`src/rtl/mbd_pkg.sv`:
```
package mbd_pkg;

    typedef enum logic [1:0] {
        MODE_BASE  = 2'd0,
        MODE_ARITH = 2'd1,
        MODE_EXT   = 2'd2
    } mode_e;

    localparam int MODE_W  = 2;
    localparam int CMD_W   = 7;

    localparam int CMD_PUSH  = 0;
    localparam int CMD_POP   = 1;
    localparam int CMD_ADD   = 2;
    localparam int CMD_SUB   = 3;
    localparam int CMD_NEG   = 4;
    localparam int CMD_SWAP  = 5;
    localparam int CMD_RESET = 6;

    // Winning key after priority resolution; at most one field set.
    typedef struct packed {
        logic clr;
        logic act_a;
        logic act_b;
        logic adv;
    } key_sel_t;

    function automatic mode_e mode_step(mode_e m);
        mode_e r;
        case (m)
            MODE_BASE:  r = MODE_ARITH;
            MODE_ARITH: r = MODE_EXT;
            default:    r = MODE_BASE;
        endcase
        return r;
    endfunction

endpackage

```
`src/rtl/mbd_key_arbiter.sv`:
```
module mbd_key_arbiter
    import mbd_pkg::*;
(
    input  logic     key_a_i,
    input  logic     key_b_i,
    input  logic     key_mode_i,
    input  logic     key_clr_i,
    output key_sel_t sel_o
);

    // Priority: clear, then action A, then action B, then mode step.
    always_comb begin
        sel_o = '0;
        if (key_clr_i) begin
            sel_o.clr = 1'b1;
        end else if (key_a_i) begin
            sel_o.act_a = 1'b1;
        end else if (key_b_i) begin
            sel_o.act_b = 1'b1;
        end else if (key_mode_i) begin
            sel_o.adv = 1'b1;
        end
    end

endmodule

```
`src/rtl/mbd_mode_fsm.sv`:
```
module mbd_mode_fsm
    import mbd_pkg::*;
#(
    parameter bit RETURN_TO_BASE = 1'b1
) (
    input  logic     clk_i,
    input  logic     rst_ni,
    input  key_sel_t sel_i,
    output mode_e    mode_o
);

    typedef struct packed {
        mode_e mode;
    } fsm_state_t;

    fsm_state_t st_d, st_q;

    always_comb begin
        st_d = st_q;
        if (sel_i.clr) begin
            st_d.mode = MODE_BASE;
        end else if (sel_i.act_a || sel_i.act_b) begin
            if (RETURN_TO_BASE) begin
                st_d.mode = MODE_BASE;
            end
        end else if (sel_i.adv) begin
            st_d.mode = mode_step(st_q.mode);
        end
    end

    always_ff @(posedge clk_i or negedge rst_ni) begin
        if (!rst_ni) begin
            st_q <= '{mode: MODE_BASE};
        end else begin
            st_q <= st_d;
        end
    end

    assign mode_o = st_q.mode;

endmodule

```
`src/rtl/mbd_cmd_map.sv`:
```
module mbd_cmd_map
    import mbd_pkg::*;
(
    input  key_sel_t         sel_i,
    input  mode_e            mode_i,
    output logic [CMD_W-1:0] cmd_o
);

    always_comb begin
        cmd_o = '0;
        if (sel_i.clr) begin
            cmd_o[CMD_RESET] = 1'b1;
        end else if (sel_i.act_a) begin
            case (mode_i)
                MODE_BASE:  cmd_o[CMD_PUSH] = 1'b1;
                MODE_ARITH: cmd_o[CMD_ADD]  = 1'b1;
                default:    cmd_o[CMD_NEG]  = 1'b1;
            endcase
        end else if (sel_i.act_b) begin
            case (mode_i)
                MODE_BASE:  cmd_o[CMD_POP]  = 1'b1;
                MODE_ARITH: cmd_o[CMD_SUB]  = 1'b1;
                default:    cmd_o[CMD_SWAP] = 1'b1;
            endcase
        end
    end

endmodule

```
`src/rtl/mbd_out_stage.sv`:
```
module mbd_out_stage #(
    parameter int  WIDTH   = 7,
    parameter bit  OUT_REG = 1'b1
) (
    input  logic             clk_i,
    input  logic             rst_ni,
    input  logic [WIDTH-1:0] cmd_i,
    output logic [WIDTH-1:0] cmd_o
);

    generate
        if (OUT_REG) begin : g_reg
            logic [WIDTH-1:0] cmd_d, cmd_q;

            always_comb begin
                cmd_d = cmd_i;
            end

            always_ff @(posedge clk_i or negedge rst_ni) begin
                if (!rst_ni) begin
                    cmd_q <= '0;
                end else begin
                    cmd_q <= cmd_d;
                end
            end

            assign cmd_o = cmd_q;
        end else begin : g_pass
            assign cmd_o = cmd_i;
        end
    endgenerate

endmodule

```
`src/rtl/modal_cmd_decoder.sv`:
```
module modal_cmd_decoder
    import mbd_pkg::*;
#(
    parameter bit OUT_REG        = 1'b1,
    parameter bit RETURN_TO_BASE = 1'b1
) (
    input  logic              clk_i,
    input  logic              rst_ni,
    input  logic              key_a_i,
    input  logic              key_b_i,
    input  logic              key_mode_i,
    input  logic              key_clr_i,
    output logic [CMD_W-1:0]  cmd_o,
    output logic [MODE_W-1:0] mode_o
);

    key_sel_t         sel;
    mode_e            mode_cur;
    logic [CMD_W-1:0] cmd_raw;

    mbd_key_arbiter u_arb (
        .key_a_i    (key_a_i),
        .key_b_i    (key_b_i),
        .key_mode_i (key_mode_i),
        .key_clr_i  (key_clr_i),
        .sel_o      (sel)
    );

    mbd_mode_fsm #(
        .RETURN_TO_BASE (RETURN_TO_BASE)
    ) u_fsm (
        .clk_i  (clk_i),
        .rst_ni (rst_ni),
        .sel_i  (sel),
        .mode_o (mode_cur)
    );

    mbd_cmd_map u_map (
        .sel_i  (sel),
        .mode_i (mode_cur),
        .cmd_o  (cmd_raw)
    );

    mbd_out_stage #(
        .WIDTH   (CMD_W),
        .OUT_REG (OUT_REG)
    ) u_out (
        .clk_i  (clk_i),
        .rst_ni (rst_ni),
        .cmd_i  (cmd_raw),
        .cmd_o  (cmd_o)
    );

    assign mode_o = mode_cur;

endmodule

```
`config.mk`:
```
export PLATFORM = sky130hd
export DESIGN_NAME = modal_cmd_decoder
export DESIGN_NICKNAME = d
export VERILOG_FILES = /design/src/rtl/mbd_pkg.sv /design/src/rtl/mbd_key_arbiter.sv /design/src/rtl/mbd_mode_fsm.sv /design/src/rtl/mbd_cmd_map.sv /design/src/rtl/mbd_out_stage.sv /design/src/rtl/modal_cmd_decoder.sv
export SDC_FILE = /design/constraint.sdc
export NUM_CORES = 1
export LEC_CHECK = 0
export BUFFER_PORTS_ARGS = -buffer_cell sky130_fd_sc_hd__buf_2
export CAP_MARGIN = 20
export CELL_PAD_IN_SITES_DETAIL_PLACEMENT = 0
export CELL_PAD_IN_SITES_GLOBAL_PLACEMENT = 1
export CORE_AREA = 2 2 39 41
export CTS_CLUSTER_DIAMETER = 100
export CTS_CLUSTER_SIZE = 25
export DETAILED_ROUTE_END_ITERATION = 12
export DIE_AREA = 0 0 41 43
export GPL_TIMING_DRIVEN = 0
export HOLD_SLACK_MARGIN = 0.02
export PLACE_DENSITY = 0.56
export SYNTH_ARGS = -nofsm -noshare
export SYNTH_HDL_FRONTEND = slang
export SYNTH_SLANG_ARGS = --single-unit
```
`constraint.sdc`:
```
create_clock -name clk_i -period 1.3 [get_ports clk_i]
set_input_delay 0.26 -clock clk_i [delete_from_list [all_inputs] [get_ports clk_i]]
set_output_delay 0.26 -clock clk_i [all_outputs]
set_load 0.01 [all_outputs]
```
==> metrics.txt, run 1 <==
CP max FO=8; clk slew on worst S/H paths=0.06 ns; met3 Usage GRT=roughly 1.6%; final hold violation count=0; fin. max-slew vios=0; register area share after synthesis=67.7%; TritonCTS buffer count=3; Required @ worst endpoint=approximately 1.0 ns; Syn. warnings=0; Crit Path Class=register to output pin; first-pass GRT wire length=924 um; Die ar.=0.00176 sq mm; post-CTS setup buffer count=0; Routed Antenna Nets=0; die width=41 um; Flop pwr share=between 50% and 60%; leakage=0.000239 uW; Sw Pwr=roughly 110 uW; crit path time final=1.15 ns; Layout Nets=52; htree depth=1; met1 global-route usage=just under 10%; busiest grt layer=met2; initial antenna violation count=0; total power per unit cell area=1150 mW/mm^2; CP Capture Type=output pin; n_diodes=0; sw frac=20.2%; I/O Pins=15; DR vias=253; crit path cell chain=buf_2; Post-route DRC=0; Layout area overhead=38.0%; final setup margin=0.154 ns; worst slew pin tran=between 0.2 and 0.25 ns; initial core utilization=about a quarter; clock network fraction of total power=a little under two fifths; Core Util, Final=33.2%; drt first pass iters=3; CP delay by family, top=flip-flops; drt wl/cell=9.20 um; CTS sink cnt=9; GRT overflow=0; Gate Count Post-Synth=26; CTS Buffer Depth=2; Synth cell types=13; Startpoint Class=register; dpl ws=0.251 ns; final setup vio count=0; Hold Crit Class=input pin to register; synthesized cell area=~330 sq um; First DRT Iteration DRCs=1; IO buf count=14; status=finished clean; Worst path max stage delay=between 0.4 and 0.5 ns; Comb pwr share=7.4%; Cell Int Power=422 uW; CP bufs+invs=1; share of layout cells above drive strength 1=44.4%; TNS Setup=0 ns; syn avg cell area=12.8 sq um; fin crit share=between 80 and 90%; TritonCTS clock tree=done; crit path max-delay cell type=dfrtp_1; DR vias/cell=between 4 and 5; number of global-route vias before repair=236; RD Place Congestion=0.739; M2 GR Usage=between 10 and 15%; f_max=0.872 GHz; largest net degree at the start of global routing=10; crit path DAT=0.89 ns; max cap viols=0; Cell Rows=14; post-synthesis register bit count=9; post-synth net total=32; unrepaired setup endpoints after global routing=no; Core ar.=approximately 0.0014 sq mm; die height=roughly 43 um; worst relative slew slack=84.7%; Max IR drop VDD=400 uV; Total Routing Usage GR=8.43%; root buffer cell=clkbuf_4; latest clock arrival within the worst-skew pair=~0.25 ns; clock skew=0.00111 ns; hpwl dp=465 um; total detailed-routing wirelength=561 um
## power groups by stage
stage	clock (uW)	sequential, uW	combinational (uW)
after detailed placement	0	294	37.6
after global placement	0	294	36.6
final	201	289	38.9
after CTS	210	289	40.0
after global routing	230	289	44.7
after floorplan	0	297	11.9
## final cells by class
type,instances,area [sq um]
Tap cell,16,20.0
Multi-Input combinational cell,16,104
Fill cell,154,925
Timing Repair Buffer,15,80.1
Sequential cell,9,225
Clock buffer,4,26.3
Inverter,1,3.75
## sequential cells by signal, indices dropped and copies added, names as in the netlist
register      count
u_fsm.mode_o      2
u_out.cmd_o       7
## layout by cell type, fill, tap and decap left out
cell type / n
a21oi_1: 1
a21oi_2: 1
buf_2: 14
clkbuf_1: 1
clkbuf_4: 3
dfrtp_1: 9
dlygate4sd3_1: 1
inv_1: 1
nand2b_1: 3
nand3b_1: 1
nor2_1: 4
nor3_1: 1
nor3_2: 1
or2b_1: 1
or3_1: 1
or3b_1: 1
or3b_4: 1
## cells in the mapped netlist (all sizes together)
library cell | number | share of area, %
or3 | 1 | 1.9
dfrtp | 9 | 68
a21oi | 2 | 4.1
nand2b | 3 | 5.6
nor2 | 4 | 4.5
or2b | 1 | 2.3
inv | 1 | 1.1
or3b | 2 | 6.0
nand3b | 1 | 2.3
nor3 | 2 | 4.5
## per-layer routing
metal / share of wire, % / wire length, um
met2: 46 / 258
met3: 12 / 68
met5: 0 / 0
met4: 1.2 / 7
met1: 40 / 227
## metrics by stage
stage	hold WS (ns)	power [uW]	instances	area, sq um
after floorplan	-0.0356	309	26	333
after global placement	0.112	330	56	423
after detailed placement	0.117	332	56	423
after CTS	0.139	539	61	459
after global routing	0.137	564	61	459
final	0.149	529	61	459
## repair_timing
item	in CTS	in global routing
gates resized for setup	0	0
hold endpoints to repair	9	0
hold buffers	1	0
## cells by family (layout without fill, tap and decap cells)
family	count (synthesis)	count (layout)	synth area share, %
and+or+nand+nor	14	14	27.1
DFF	9	9	67.7
AOI/OAI and AO/OA	2	2	4.13
buffers and inverters	1	20	1.13
## worst paths after layout
kind	to	from	cells after the start	slack, ns
min reg2reg	u_out.cmd_o[1]$_DFF_PN0_	u_fsm.mode_o[0]$_DFFE_PN0P_	1	0.55
min	u_out.cmd_o[6]$_DFF_PN0_	key_clr_i	1	0.15
min in group asynchronous	u_out.cmd_o[5]$_DFF_PN0_	rst_ni	2	0.38
max	mode_o[1]	u_fsm.mode_o[1]$_DFFE_PN0P_	1	0.15
max in group asynchronous	u_fsm.mode_o[0]$_DFFE_PN0P_	rst_ni	2	0.75
max reg2reg	u_fsm.mode_o[0]$_DFFE_PN0P_	u_fsm.mode_o[1]$_DFFE_PN0P_	2	0.25
No activity file was read; power rests on OpenSTA's default activity.
==> run 2, diff against run 1 <==
CTS_BUF_LIST = sky130_fd_sc_hd__clkbuf_16   (was default)
==> metrics.txt, run 2 (same netlist as run 1, synthesis figures left out) <==
Routed Antenna Nets=0; latest clock arrival within the worst-skew pair=around 0.23 ns; Max IR drop VDD=680 uV; fin crit share=between 80% and 90%; crit path max-delay cell type=dfrtp_1; worst slew pin tran=0.241 ns; DR vias/cell=4.15; GRT overflow=0; met1 global-route usage=9.33%; Cell Rows=14; Total Routing Usage GR=under 10%; final hold violation count=0; initial core utilization=between 20% and 30%; status=finished clean; total power per unit cell area=1650 mW/mm^2; htree depth=1; share of layout cells above drive strength 1=between 40% and 50%; highest-count cells in the layout ignoring fill and taps=buf_2, dfrtp_1, nor2_1; CTS Buffer Depth=2; CP max FO=8; DR vias=253; CTS sink cnt=9; Crit Path Class=register to output pin; Hold Crit Class=input pin to register; total detailed-routing wirelength=612 um; FF+latch area=225 sq um; initial antenna violation count=0; largest net degree at the start of global routing=10; Layout Nets=52; CP delay by family, top=flip-flops; M2 GR Usage=~13%; worst relative slew slack=between 80 and 90%; met3 Usage GRT=around 3.1%; CP bufs+invs=1; clock skew=around 0.0011 ns; TritonCTS clock tree=done; hpwl dp=about 470 um; I/O Pins=15; f_max=a little under 0.9 GHz; TNS Setup=0 ns; TritonCTS buffer count=3; Post-route DRC=0; Required @ worst endpoint=approximately 1.0 ns; CP Capture Type=output pin; crit path cell chain=buf_2; die height=43 um; final setup margin=roughly 0.17 ns; crit path DAT=between 0.8 and 0.9 ns; multi-input logic area=104 sq um; leakage=0.000266 uW; Min Hold Slack=0.170 ns; Worst path max stage delay=0.46 ns; final setup vio count=0; dpl ws=0.251 ns; IO buf count=14; Filler Cells Inserted=150; first-pass GRT wire length=around 980 um; fin. max-slew vios=0; Layout area overhead=53.8%; clk slew on worst S/H paths=0.04 ns; Startpoint Class=register; RD Place Congestion=0.739; drt first pass iters=1; busiest grt layer=met4; max reg flops=7; Core ar.=0.00138 sq mm; root buffer cell=clkbuf_16; Die ar.=0.00176 sq mm; First DRT Iteration DRCs=0; drt wl/cell=10.0 um; n_diodes=0; Tot Pwr=846 uW; unrepaired setup endpoints after global routing=no; max cap viols=0; die width=approximately 41 um; most common cell after layout, fill and taps aside=buf_2; number of global-route vias before repair=251; crit path time final=1.13 ns
## run 2: cell types whose count changed in the layout (fill, tap and decap cells not counted)
cell       delta
clkbuf_16     +3
clkbuf_4      -3
clkbuf_1      -1
inv_1         +1
## run 2: report_power, final
group,internal [uW],leakage (uW),switching (uW)
Combinational,18.6,0.000102,20.4
Clock,400,0.0000423,117
Sequential,288,0.000122,2.79
## run 2: layout make-up
type	instances	share of cell area, %
Tap cell	16	3.91
Multi-Input combinational cell	16	20.3
Timing Repair Buffer	15	15.6
Inverter	1	0.733
Clock inverter	1	0.733
Clock buffer	3	14.7
Sequential cell	9	44.0
## run 2: worst paths after layout
| kind | from | to | slack [ns] | depth (start not counted) |
|---|---|---|---|---|
| max | u_fsm.mode_o[1]$_DFFE_PN0P_ | mode_o[1] | 0.17 | 1 |
| min | key_clr_i | u_out.cmd_o[6]$_DFF_PN0_ | 0.17 | 1 |
| max reg2reg | u_fsm.mode_o[1]$_DFFE_PN0P_ | u_fsm.mode_o[0]$_DFFE_PN0P_ | 0.25 | 2 |
| min reg2reg | u_fsm.mode_o[0]$_DFFE_PN0P_ | u_out.cmd_o[1]$_DFF_PN0_ | 0.55 | 1 |
| max in group asynchronous | rst_ni | u_fsm.mode_o[1]$_DFFE_PN0P_ | 0.72 | 2 |
| min in group asynchronous | rst_ni | u_out.cmd_o[5]$_DFF_PN0_ | 0.41 | 2 |
## run 2: repair_timing
item | 4_1_cts | 5_1_grt
hold buffers | 1 | 0
hold endpoints to repair | 9 | 0
setup endpoints to repair | 0 | 0
resized for setup | 0 | 0
buffers inserted | 0 | 0
## run 2: layer usage
metal | vias to the layer above | share of wire, %
li1 | 122 | -
met1 | 114 | 40
met2 | 15 | 44
met3 | 2 | 12
met4 | 0 | 3.6
met5 | - | 0
## run 2: stage by stage
step / utilization [%] / instance area (sq um) / std cells
floorplan: - / 333 / 26
global placement: 30.6 / 423 / 56
detailed placement: 30.6 / 423 / 56
CTS: 37.0 / 512 / 61
global route: 37.0 / 512 / 61
finish: 37.0 / 512 / 61
==> run 3, diff against run 2 <==
CORE_AREA = 4 4 41 43   (was 2 2 39 41)
DIE_AREA = 0 0 45 47   (was 0 0 41 43)
SKIP_LAST_GASP = 1   (was default)
clock period = 1.2 ns   (was 1.3 ns; I/O delays follow)
==> metrics.txt, run 3 (same netlist as run 1, synthesis figures left out) <==
status=finished clean; initial antenna violation count=0; Worst Reg-to-Reg Cells=2; Hold Crit Class=input pin to register; number of global-route vias before repair=269; multi-input logic area=a little over 100 sq um; GRT overflow=0; die height=47 um; DR vias/cell=around 4.4; Layout Nets=52; total power per unit cell area=1820 mW/mm^2; largest net degree at the start of global routing=10; clk slew on worst S/H paths=roughly 0.040 ns; Required @ worst endpoint=approximately 0.96 ns; f_max=0.911 GHz; final setup vio count=0; IO buf count=14; drt first pass iters=1; Filler Cells Inserted=between 100 and 150; First DRT Iteration DRCs=0; FF+latch area=225 sq um; first-pass GRT wire length=around 1100 um; Sw Pwr=162 uW; max reg flops=7; max cap viols=0; drt wl/cell=11.3 um; Total Routing Usage GR=8.47%; htree depth=1; Comb pwr share=4.7%; final setup margin=0.102 ns; RD Place Congestion=0.652; CP bufs+invs=1; Flop pwr share=33.9%; clock network fraction of total power=61.4%; worst relative slew slack=85.5%; fin crit share=91.5%; reg2reg start=u_fsm.mode_o[1]$_DFFE_PN0P_; leakage=0.000266 uW; Cell Int Power=between 700 and 800 uW; most common cell after layout, fill and taps aside=buf_2; clock skew=0.000801 ns; dpl ws=about 0.16 ns; crit path DAT=between 0.8 and 0.9 ns; Max IR drop VDD=roughly 570 uV; Reg2Reg Setup Slack=0.16 ns; total detailed-routing wirelength=679 um; crit path cell chain=buf_2; Cell Rows=13; sw frac=~17%; worst slew pin tran=0.218 ns; CTS Buffer Depth=2; fin. max-slew vios=0; highest-count cells in the layout ignoring fill and taps=buf_2, dfrtp_1, nor2_1; min-delay src=key_clr_i; Worst path max stage delay=0.45 ns; Startpoint Class=register; final hold violation count=0; unrepaired setup endpoints after global routing=no; CP Capture Type=output pin; hold endpoint=u_out.cmd_o[6]$_DFF_PN0_; Core ar.=0.00130 sq mm; I/O Pins=15; CP delay by family, top=flip-flops; Routed Antenna Nets=0; Resize count post-CTS=0; share of layout cells above drive strength 1=44.4%; Post-route DRC=0; latest clock arrival within the worst-skew pair=0.23 ns; Layout area overhead=53.4%; die width=roughly 45 um; CP max FO=7; crit path max-delay cell type=dfrtp_1; Crit Path Class=register to output pin; TritonCTS clock tree=done; Hold Path Stages=1; DR vias=around 260; crit path time final=1.10 ns; Die ar.=around 0.0021 sq mm; TNS Setup=0 ns; R2R Path End=u_fsm.mode_o[0]$_DFFE_PN0P_; TritonCTS buffer count=3; initial core utilization=25.6%; root buffer cell=clkbuf_16; CTS sink cnt=9; n_diodes=0
-- run 3: cell counts in the layout (fill, tap and decap cells not counted) --
Identical to the previous run, type by type.
-- run 3: area by class of cell --
| cell class | count | share of cell area, % |
|---|---|---|
| inverter | 1 | 0.735 |
| multi-input combinational | 16 | 20.3 |
| sequential | 9 | 44.1 |
| tap | 15 | 3.68 |
| clock inverter | 1 | 0.735 |
| timing repair buffer | 15 | 15.7 |
| clock buffer | 3 | 14.7 |
-- run 3: power groups by stage --
stage / clock network, uW / logic (uW) / registers (uW)
2_1_floorplan: 0 / 12.9 / 322
3_3_place_gp: 0 / 40.0 / 318
3_5_place_dp: 0 / 41.7 / 318
4_1_cts: 583 / 44.3 / 314
5_1_grt: 600 / 48.5 / 315
6_report: 570 / 43.3 / 314
-- run 3: per-layer routing --
metal  GRT usage (%)  routed length (um)
met1            8.71                 270
met3            3.83                  86
met4            10.5                  29
met5               0                   0
met2            11.6                 293
-- run 3: worst max-delay path by stage --
| stage | start | endpoint | cells past startpoint |
|---|---|---|---|
| global placement | u_fsm.mode_o[1]$_DFFE_PN0P_ | u_fsm.mode_o[0]$_DFFE_PN0P_ | 2 |
| finish | u_fsm.mode_o[0]$_DFFE_PN0P_ | mode_o[0] | 1 |
| detailed placement | u_fsm.mode_o[1]$_DFFE_PN0P_ | u_fsm.mode_o[0]$_DFFE_PN0P_ | 2 |
| global route | u_fsm.mode_o[1]$_DFFE_PN0P_ | mode_o[1] | 1 |
| CTS | u_fsm.mode_o[1]$_DFFE_PN0P_ | mode_o[1] | 1 |
| floorplan | u_fsm.mode_o[1]$_DFFE_PN0P_ | u_fsm.mode_o[0]$_DFFE_PN0P_ | 2 |
-- run 3: what timing repair did --
item	CTS	global route
hold buffers	1	0
hold endpoints to repair	9	0
buffers inserted	0	0
-- run 3: stage by stage --
step,instances,total power [uW],hold slack (ns),cell area [sq um],util (%)
after floorplan,26,335,-0.0556,333,-
after global placement,55,358,0.0930,422,32.4
after detailed placement,55,360,0.0991,422,32.4
after CTS,60,942,0.144,510,39.2
after global routing,60,963,0.144,510,39.2
final,60,927,0.150,510,39.2
